<file path="config.mk">
export PLATFORM = sky130hd
export DESIGN_NAME = usb_bulk_in_seq
export DESIGN_NICKNAME = d
export VERILOG_FILES = /design/src/rtl/usbin_pkg.sv /design/src/rtl/usbin_crc16.sv /design/src/rtl/usbin_hs_timer.sv /design/src/rtl/usbin_ep_state.sv /design/src/rtl/usb_bulk_in_seq.sv
export SDC_FILE = /design/constraint.sdc
export NUM_CORES = 1
export LEC_CHECK = 0
export BUFFER_PORTS_ARGS = -buffer_cell sky130_fd_sc_hd__buf_2
export CORE_UTILIZATION = 55
export DETAILED_ROUTE_END_ITERATION = 8
export PLACE_DENSITY_LB_ADDON = 0.05
export SYNTH_ARGS = -nofsm -noshare
export SYNTH_HDL_FRONTEND = slang
export SYNTH_SLANG_ARGS = --single-unit
</file>
<file path="constraint.sdc">
create_clock -name clk -period 2.25 [get_ports clk]
set_clock_uncertainty 0.15 [all_clocks]
set_input_delay 0.1125 -clock clk [delete_from_list [all_inputs] [get_ports clk]]
set_output_delay 0.1125 -clock clk [all_outputs]
set_load 0.02 [all_outputs]
</file>
<file path="src/rtl/usbin_pkg.sv">
package usbin_pkg;

  localparam logic [7:0] PID_DATA0 = 8'hC3;
  localparam logic [7:0] PID_DATA1 = 8'h4B;
  localparam logic [7:0] PID_NAK   = 8'h5A;
  localparam logic [7:0] PID_STALL = 8'h1E;

  typedef enum logic [1:0] {
    ST_READY = 2'd0,
    ST_STALL = 2'd1,
    ST_TXERR = 2'd2
  } ep_stat_e;

  typedef enum logic [2:0] {
    S_IDLE,
    S_HS,
    S_PID,
    S_DATA,
    S_CRCL,
    S_CRCH,
    S_WAIT
  } seq_state_e;

  // One byte through the reflected CRC16 (0x8005 reversed = 0xA001), LSB first.
  function automatic logic [15:0] crc16_step(input logic [15:0] c, input logic [7:0] d);
    logic [15:0] r;
    r = c;
    for (int i = 0; i < 8; i++) begin
      if (r[0] ^ d[i]) r = (r >> 1) ^ 16'hA001;
      else             r = r >> 1;
    end
    return r;
  endfunction

endpackage

</file>
<file path="src/rtl/usbin_crc16.sv">
module usbin_crc16 (
  input  logic        clk,
  input  logic        rst_n,
  input  logic        init,
  input  logic        en,
  input  logic [7:0]  din,
  output logic [15:0] crc_out
);
  import usbin_pkg::*;

  logic [15:0] acc;

  always_ff @(posedge clk or negedge rst_n) begin
    if (!rst_n)    acc <= 16'hFFFF;
    else if (init) acc <= 16'hFFFF;
    else if (en)   acc <= crc16_step(acc, din);
  end

  // Transmitted form is the ones' complement of the running register.
  assign crc_out = ~acc;
endmodule

</file>
<file path="src/rtl/usbin_hs_timer.sv">
module usbin_hs_timer #(
  parameter int TMO_BITS = 18
) (
  input  logic clk,
  input  logic rst_n,
  input  logic run,
  input  logic tick,
  output logic fire
);
  localparam int TW = $clog2(TMO_BITS + 1);
  localparam logic [TW-1:0] LAST = TW'(TMO_BITS - 1);

  logic [TW-1:0] cnt;

  assign fire = run && tick && (cnt == LAST);

  always_ff @(posedge clk or negedge rst_n) begin
    if (!rst_n)           cnt <= '0;
    else if (!run)        cnt <= '0;
    else if (fire)        cnt <= '0;
    else if (tick)        cnt <= cnt + 1'b1;
  end
endmodule

</file>
<file path="src/rtl/usbin_ep_state.sv">
module usbin_ep_state (
  input  logic       clk,
  input  logic       rst_n,
  input  logic       cfg,
  input  logic       pkt_set,
  input  logic       ack_done,
  input  logic       tmo_done,
  input  logic       ovf,
  output logic       toggle,
  output logic [1:0] status,
  output logic       ready
);
  import usbin_pkg::*;

  ep_stat_e st;

  always_ff @(posedge clk or negedge rst_n) begin
    if (!rst_n) begin
      toggle <= 1'b0;
      st     <= ST_READY;
      ready  <= 1'b0;
    end else begin
      if (cfg)           toggle <= 1'b0;
      else if (ack_done) toggle <= ~toggle;

      if (cfg)           st <= ST_READY;
      else if (ovf)      st <= ST_STALL;
      else if (ack_done) st <= ST_READY;
      else if (tmo_done) st <= ST_TXERR;

      // A completed transfer empties the FIFO, so its clear beats a new load.
      if (ack_done)      ready <= 1'b0;
      else if (pkt_set)  ready <= 1'b1;
    end
  end

  assign status = st;
endmodule

</file>
<file path="src/rtl/usb_bulk_in_seq.sv">
module usb_bulk_in_seq #(
  parameter int          CNT_W    = 8,
  parameter int          MAX_PKT  = 64,
  parameter int          TMO_BITS = 18,
  parameter logic [3:0]  EP_ID    = 4'd1
) (
  input  logic             clk,
  input  logic             rst_n,
  input  logic             tok_valid,
  input  logic             tok_is_in,
  input  logic             tok_addr_ok,
  input  logic [3:0]       tok_ep,
  input  logic             ep_dir_in,
  input  logic             ep_cfg,
  input  logic             pkt_set,
  input  logic [CNT_W-1:0] fifo_count,
  input  logic [7:0]       fifo_rdata,
  output logic [CNT_W-1:0] fifo_rd_ptr,
  output logic             fifo_clr,
  output logic             tx_valid,
  input  logic             tx_ready,
  output logic [7:0]       tx_data,
  output logic             tx_last,
  input  logic             rx_ack,
  input  logic             bit_tick,
  output logic [1:0]       ep_status,
  output logic             data_toggle,
  output logic             pkt_ready,
  output logic             ovf_err
);
  import usbin_pkg::*;

  localparam logic [CNT_W-1:0] MAX_CNT = CNT_W'(MAX_PKT);

  seq_state_e       state;
  logic [CNT_W-1:0] len;
  logic [CNT_W-1:0] sent;
  logic [7:0]       hs_pid;
  logic [15:0]      crc_val;
  logic             tok_hit, xfer, tmo_fire;
  logic             ack_done, tmo_done, ovf_now;
  logic             crc_init, crc_en;

  assign tok_hit = tok_valid && (state == S_IDLE) && tok_is_in && tok_addr_ok &&
                   (tok_ep == EP_ID) && ep_dir_in;
  assign xfer    = tx_valid && tx_ready;

  assign ovf_now  = tok_hit && (ep_status != ST_STALL) && pkt_ready && (fifo_count > MAX_CNT);
  assign ack_done = (state == S_WAIT) && rx_ack;
  assign tmo_done = (state == S_WAIT) && !rx_ack && tmo_fire;
  assign crc_init = (state == S_PID) && xfer;
  assign crc_en   = (state == S_DATA) && xfer;

  usbin_ep_state u_ep (
    .clk      (clk),
    .rst_n    (rst_n),
    .cfg      (ep_cfg),
    .pkt_set  (pkt_set),
    .ack_done (ack_done),
    .tmo_done (tmo_done),
    .ovf      (ovf_now),
    .toggle   (data_toggle),
    .status   (ep_status),
    .ready    (pkt_ready)
  );

  usbin_crc16 u_crc (
    .clk     (clk),
    .rst_n   (rst_n),
    .init    (crc_init),
    .en      (crc_en),
    .din     (fifo_rdata),
    .crc_out (crc_val)
  );

  usbin_hs_timer #(.TMO_BITS(TMO_BITS)) u_tmr (
    .clk  (clk),
    .rst_n(rst_n),
    .run  (state == S_WAIT),
    .tick (bit_tick),
    .fire (tmo_fire)
  );

  // Byte presented to the serial engine, selected by the sequencer state.
  always_comb begin
    tx_valid = 1'b0;
    tx_last  = 1'b0;
    tx_data  = 8'h00;
    unique case (state)
      S_HS:   begin tx_valid = 1'b1; tx_last = 1'b1; tx_data = hs_pid; end
      S_PID:  begin tx_valid = 1'b1; tx_data = data_toggle ? PID_DATA1 : PID_DATA0; end
      S_DATA: begin tx_valid = 1'b1; tx_data = fifo_rdata; end
      S_CRCL: begin tx_valid = 1'b1; tx_data = crc_val[7:0]; end
      S_CRCH: begin tx_valid = 1'b1; tx_last = 1'b1; tx_data = crc_val[15:8]; end
      default: ;
    endcase
  end

  always_ff @(posedge clk or negedge rst_n) begin
    if (!rst_n) begin
      state       <= S_IDLE;
      len         <= '0;
      sent        <= '0;
      hs_pid      <= PID_NAK;
      fifo_rd_ptr <= '0;
      fifo_clr    <= 1'b0;
      ovf_err     <= 1'b0;
    end else begin
      fifo_clr <= 1'b0;
      ovf_err  <= 1'b0;
      unique case (state)
        S_IDLE: if (tok_hit) begin
          if (ep_status == ST_STALL) begin
            hs_pid <= PID_STALL;
            state  <= S_HS;
          end else if (!pkt_ready) begin
            hs_pid <= PID_NAK;
            state  <= S_HS;
          end else if (fifo_count > MAX_CNT) begin
            hs_pid  <= PID_STALL;
            ovf_err <= 1'b1;
            state   <= S_HS;
          end else begin
            len   <= fifo_count;
            state <= S_PID;
          end
        end
        S_HS: if (xfer) state <= S_IDLE;
        S_PID: if (xfer) begin
          sent  <= '0;
          state <= (len == '0) ? S_CRCL : S_DATA;
        end
        S_DATA: if (xfer) begin
          fifo_rd_ptr <= fifo_rd_ptr + 1'b1;
          sent        <= sent + 1'b1;
          if ((sent + 1'b1) == len) state <= S_CRCL;
        end
        S_CRCL: if (xfer) state <= S_CRCH;
        S_CRCH: if (xfer) state <= S_WAIT;
        S_WAIT: begin
          if (rx_ack) begin
            fifo_rd_ptr <= '0;
            fifo_clr    <= 1'b1;
            state       <= S_IDLE;
          end else if (tmo_fire) begin
            // Keep the FIFO bytes and the toggle; replay from the packet start.
            fifo_rd_ptr <= '0;
            state       <= S_IDLE;
          end
        end
        default: state <= S_IDLE;
      endcase
    end
  end
endmodule

</file>
==> results.toml, run 1 <==
[run_status]
status = "completed"

[placed_design]
gp_congestion = 0.794
io_buffers = 54
place_hpwl_um = 5790

[pwr]
p_leak_uw = 0.00183
p_seq_frac = 0.338
power_frac_comb = 0.541
cellPowerDensity_nw_per_um2 = 1230
power_frac_clock = 0.120
p_sw_frac = 0.417
power.switching_uw = 2050
ir_drop_v = 0.00104
internal_power_uw = 2870

[worst_setup_path]
critPathTopFamily = "compound AO/OA/AOI/OAI gates"
r2r-end = "state[0]"
rr_startpoint = "u_tmr.cnt[0]"
cpPeakStageDelay_ps = 440
required_ps = 2270
cp_max_fo = 5
r2r_slack_ps = 110
critical_path_class = "flip-flop to flip-flop"
critPathLaunchType = "flip-flop"
cp-end-kind = "flip-flop"
path_cells = "ha_1 -> and4bb_2 -> a2111oi_1 -> o32ai_1 -> o211ai_1 -> o221ai_1"
critPathArrivalTime_ps = 2160
cp_num_cells = 6
crit_slowest_cell = "dfrtp_1"
crit_buf_inv = 0
worst_r2r_path_depth = 6

[synthesis]
ys_dominant_reg_cell = "dfrtp_1"
ys_seq_area_frac = 0.435
syn_nets = 384
synth-seq-cells = 56
netlist_top_cells_area = "dfrtp_1 (30%), dfstp_2 (14%), xnor2_1 (5.9%)"
synth_top_area_cell = "dfrtp_1"
netlist_area_sq_um = 3270
synth_warnings = 0
syn_inst = 349
synth.distinct_cells = 58
yosys.area.top_type_share = 0.298
synth-edff-count = 0
avgSynthCellArea_sq_um = 9.38
async_flop_share = 1.00

[route]
post_drt_via_cell_ratio = 5.85
via_count = 2919
drt-pass1-iter-count = 4
drc = 0
postRouteAntennaNets = 0
drt_iter0_drc = 207
finalWirelength_um = 8160
wire_per_inst_um = 16.4

[finish]
syn2layout_area_growth_pct = 21.8
final_common_cell = "buf_2"
final-seq-area_sq_um = 1430
utilization = 0.711
final_cell_mix = "buf_2 (54), dfrtp_1 (37), nor2_1 (35)"
n_antenna_cell = 0
fillers = 454
drive_gt1_frac = 0.272
multi_input_area_sq_um = 1760
fin_nets = 461

[timing]
fin_crit_ps = 2140
hold_viol_final = 0
slew_violations = 0
finalCritPeriodShare = 0.952
relSlewSlack = 0.552
max_freq_mhz = 467
tns_ps = 0
setup_viol = 0
tightest_slew_ps = 672

[grt]
track_usage = 0.289
antenna_found_initial = 0
grt_max_degree = 30
grt_remaining_overflow = 0
grt_pass1_wl_um = 13900
grt_pass1_vias = 2842

[worst_hold_path]
worstHoldStart = "fifo_rdata[5]"
hold_path.class = "input port to flip-flop"
min_path_cells = 4
min_to = "u_crc.acc[12]"

[clock_network]
cts.sinks = 56
clock_latency_ps = 310
cts_root_buf = "clkbuf_8"
clkTransAtPathRegs_ps = 100
clockBufferDepth = 2
cts_buffers = 5
cts_tree = "done"
htreeDepth = 2

[floorplan]
die_w_um = 79.1
placementRows = 27
die-area_sq_um = 6260
coreArea_sq_um = 5610
initial_core_util = 0.584
die_h_um = 79.1
ios = 55

[job]
maxCapViolCount = 0
==> registers in the layout, indices dropped and copies added (netlist names) <==
| name | flops |
|---|---|
| u_crc.acc | 16 |
| u_ep.ready | 1 |
| hs_pid | 2 |
| ovf_err | 1 |
| u_tmr.cnt | 5 |
| sent | 8 |
| u_ep.status | 2 |
| len | 8 |
| state | 3 |
| fifo_clr | 1 |
| u_ep.toggle | 1 |
| fifo_rd_ptr | 8 |
==> cell families after synthesis <==
group,Yosys count,synth area share
flops,56,0.435
buf+inv,30,0.0367
simple gates,116,0.180
xor+xnor,33,0.0971
compound gates,93,0.180
mux,17,0.0562
fa+ha+maj,4,0.0153
==> cell usage after synthesis, drive strengths merged (3+ instances only) <==
library cell	number
a21o	6
a21oi	27
a22o	3
a31oi	4
and3	3
buf	6
clkbuf	11
dfrtp	39
dfstp	17
ha	4
inv	12
mux2	11
mux2i	6
nand2	27
nand2b	3
nand3	9
nor2	36
nor2b	7
nor3	8
o21ai	25
o22ai	5
o31ai	6
o32ai	3
or3	3
or4	4
xnor2	22
xor2	9
==> tightest hold or removal path, cell delays in order <==
cell	delay [ps]
buf_2	90
xnor2_1	100
xnor2_1	180
a21oi_1	70
==> worst max-delay path by stage <==
stage / start / slack (ps) / to
4_1_cts: sent[0] / 40 / state[0]
5_1_grt: sent[2] / -3 / state[0]
6_report: u_tmr.cnt[0] / 110 / state[0]
2_1_floorplan: state[0] / 90 / tx_data[2]
3_3_place_gp: sent[0] / 100 / state[0]
3_5_place_dp: sent[0] / 20 / state[0]
==> stage by stage <==
step	hold slack (ps)	instance area (sq um)	total power, uW	instances	setup slack, ps
global route	124	3990	5280	499	-3.13
CTS	80.6	3920	4770	495	38.6
global placement	25.0	3690	4090	474	97.3
detailed placement	38.5	3690	4140	474	16.8
finish	83.8	3990	4920	499	108
floorplan	-333	3270	3460	349	91.4
==> layout make-up <==
cell class	instances	area share
clock buffer	6	0.0207
clock inverter	2	0.00377
inverter	13	0.0122
multi-input combinational	263	0.442
sequential	56	0.358
tap	72	0.0226
timing repair buffer	87	0.141
==> layer usage <==
layer,vias up,part of all wire,wire [um],global-route usage
met5,-,0,0,0
met4,0,0.011,86,0.0691
met3,8,0.045,364,0.0379
met2,78,0.50,4120,0.497
met1,1430,0.44,3600,0.386
li1,1403,-,-,-
==> power by group through the flow <==
stage          clock network, uW  logic (uW)  registers, uW
4_1_cts                      606        2500           1660
6_report                     592        2660           1660
5_1_grt                      643        2920           1710
3_5_place_dp                   0        2460           1680
3_3_place_gp                   0        2430           1670
2_1_floorplan                  0        1860           1600
==> what timing repair did <==
action	CTS	global route
endpoints found under the setup margin	4	7
pin swaps	1	2
gates resized for setup	1	8
hold endpoints to repair	34	0
hold buffers	13	0
setup buffers	0	4
(Power assumes the default switching activity.)
==> run 2, diff against run 1 <==
Settings changed: BUFFER_PORTS_ARGS -buffer_cell sky130_fd_sc_hd__buf_2 to -buffer_cell sky130_fd_sc_hd__buf_4, CAP_MARGIN from default to 20.
Clock period 2.25 ns to 2.65 ns, I/O delays scaled along.
==> results.toml, run 2 (synthesis gave the netlist of run 1 again) <==
[finish]
syn2layout_area_growth_pct = 20.9
n_antenna_cell = 0
fin_nets = 447
largest-register = "u_crc.acc"
drive_gt1_frac = 0.230
final_cell_mix = "buf_4 (62), dfrtp_1 (39), nor2_1 (35)"
final_common_cell = "buf_4"
largest_reg_flops = 16
stdcell_count = 485
final_area_sq_um = 3960

[route]
finalWirelength_um = 8030
post_drt_via_cell_ratio = 5.87
drt-pass1-iter-count = 5
via_count = 2849
met1_length_um = 3530
met2WireLength_um = 4000
dr.max_layer_used = "met4"
wire_per_inst_um = 16.6
drc = 0
wl_met3_um = 392
postRouteAntennaNets = 0
drt_iter0_drc = 211

[worst_setup_path]
rr_startpoint = "sent[0]"
required_ps = 2710
setup.worst_path.start = "fifo_count[0]"
critPathArrivalTime_ps = 2480
cp-end-kind = "flip-flop"
cp_max_fo = 8
critPathLaunchType = "input port"
critical_path_class = "input port to flip-flop"

[clock_network]
cts_tree = "done"
post-cts-setup-buffers = 0
clock_latency_ps = 320
htreeDepth = 2
clockBufferDepth = 2
clkTransAtPathRegs_ps = 100
cts_root_buf = "clkbuf_8"
cts_buffers = 5
cts.sinks = 56

[placed_design]
place_hpwl_um = 5790
place_inst = 466
gp_congestion = 0.893
io_buffers = 54
placed_area_sq_um = 3760

[run_status]
status = "completed"

[timing]
max_freq_mhz = 412
slew_violations = 0
fin_crit_ps = 2430
tightest_slew_ps = 711
setup_viol = 0
finalCritPeriodShare = 0.915
tns_ps = 0
holdWs_ps = 15.0
hold_viol_final = 0
rsz0062_at_grt = "no"
relSlewSlack = 0.526

[grt]
grt_remaining_overflow = 0
grt_max_degree = 57
antenna_found_initial = 0
grt_pass1_wl_um = 13300
grt_pass1_vias = 2801
track_usage = 0.275

[floorplan]
die-area_sq_um = 6260
die_h_um = 79.1
die_w_um = 79.1
placementRows = 27
initial_core_util = 0.584
coreArea_sq_um = 5610
ios = 55

[worst_hold_path]
hold_path.class = "input port to flip-flop"
worstHoldStart = "bit_tick"

[pwr]
total_power_uw = 4100
ir_drop_v = 0.000879
cellPowerDensity_nw_per_um2 = 1040
p_leak_uw = 0.00179

[job]
maxCapViolCount = 0
==> run 2: cell count changes in the layout (fill, tap and decap cells not counted), sizes merged <==
cell and delta:
buf -12, dlygate4sd3 -2, clkinv +1, clkinvlp -2, clkbuf +1
==> run 2: final cells by class <==
class / instances / area [sq um]
Multi-Input combinational cell: 263 / 1730
Fill cell: 451 / 1650
Sequential cell: 56 / 1420
Timing Repair Buffer: 73 / 576
Tap cell: 72 / 90.1
Clock buffer: 7 / 86.3
Inverter: 13 / 48.8
Clock inverter: 1 / 3.75
==> run 2: timing repair <==
| item | 4_1_cts | 5_1_grt |
|---|---|---|
| endpoints found under the hold margin | 51 | 0 |
| hold buffers | 11 | 0 |
| gates resized for setup | 0 | 0 |
==> run 2: metrics by stage <==
stage	setup slack, ps	util
2_1_floorplan	471	-
5_1_grt	73.3	0.706
3_3_place_gp	498	0.670
6_report	225	0.706
3_5_place_dp	356	0.670
4_1_cts	239	0.706
==> run 2: final timing paths <==
check	slack [ps]	cells after the start	to
max	220	7	len[3]
min in group asynchronous	250	2	u_tmr.cnt[2]
max reg2reg	330	6	state[0]
min reg2reg	360	2	u_crc.acc[1]
min	20	3	u_ep.status[1]
max in group asynchronous	1630	2	sent[6]
==> run 2: power by group <==
part	switching, uW	internal, uW	leakage (uW)
clock network	285	211	0.0000459
logic	1150	1030	0.00107
registers	280	1140	0.000674
total	1720	2390	0.00179
==> run 2: critical path: stages <==
cell	delay, ps
dlygate4sd3_1	540
buf_4	140
or4_1	520
o31ai_2	310
nand3b_1	220
nor2_4	260
mux2_1	350
==> run 2: metal layers <==
metal  global-route usage  up-vias
li1                     -     1364
met1                0.360     1385
met2                0.471       91
met3               0.0402        9
met4               0.0764        0
met5                    0        -
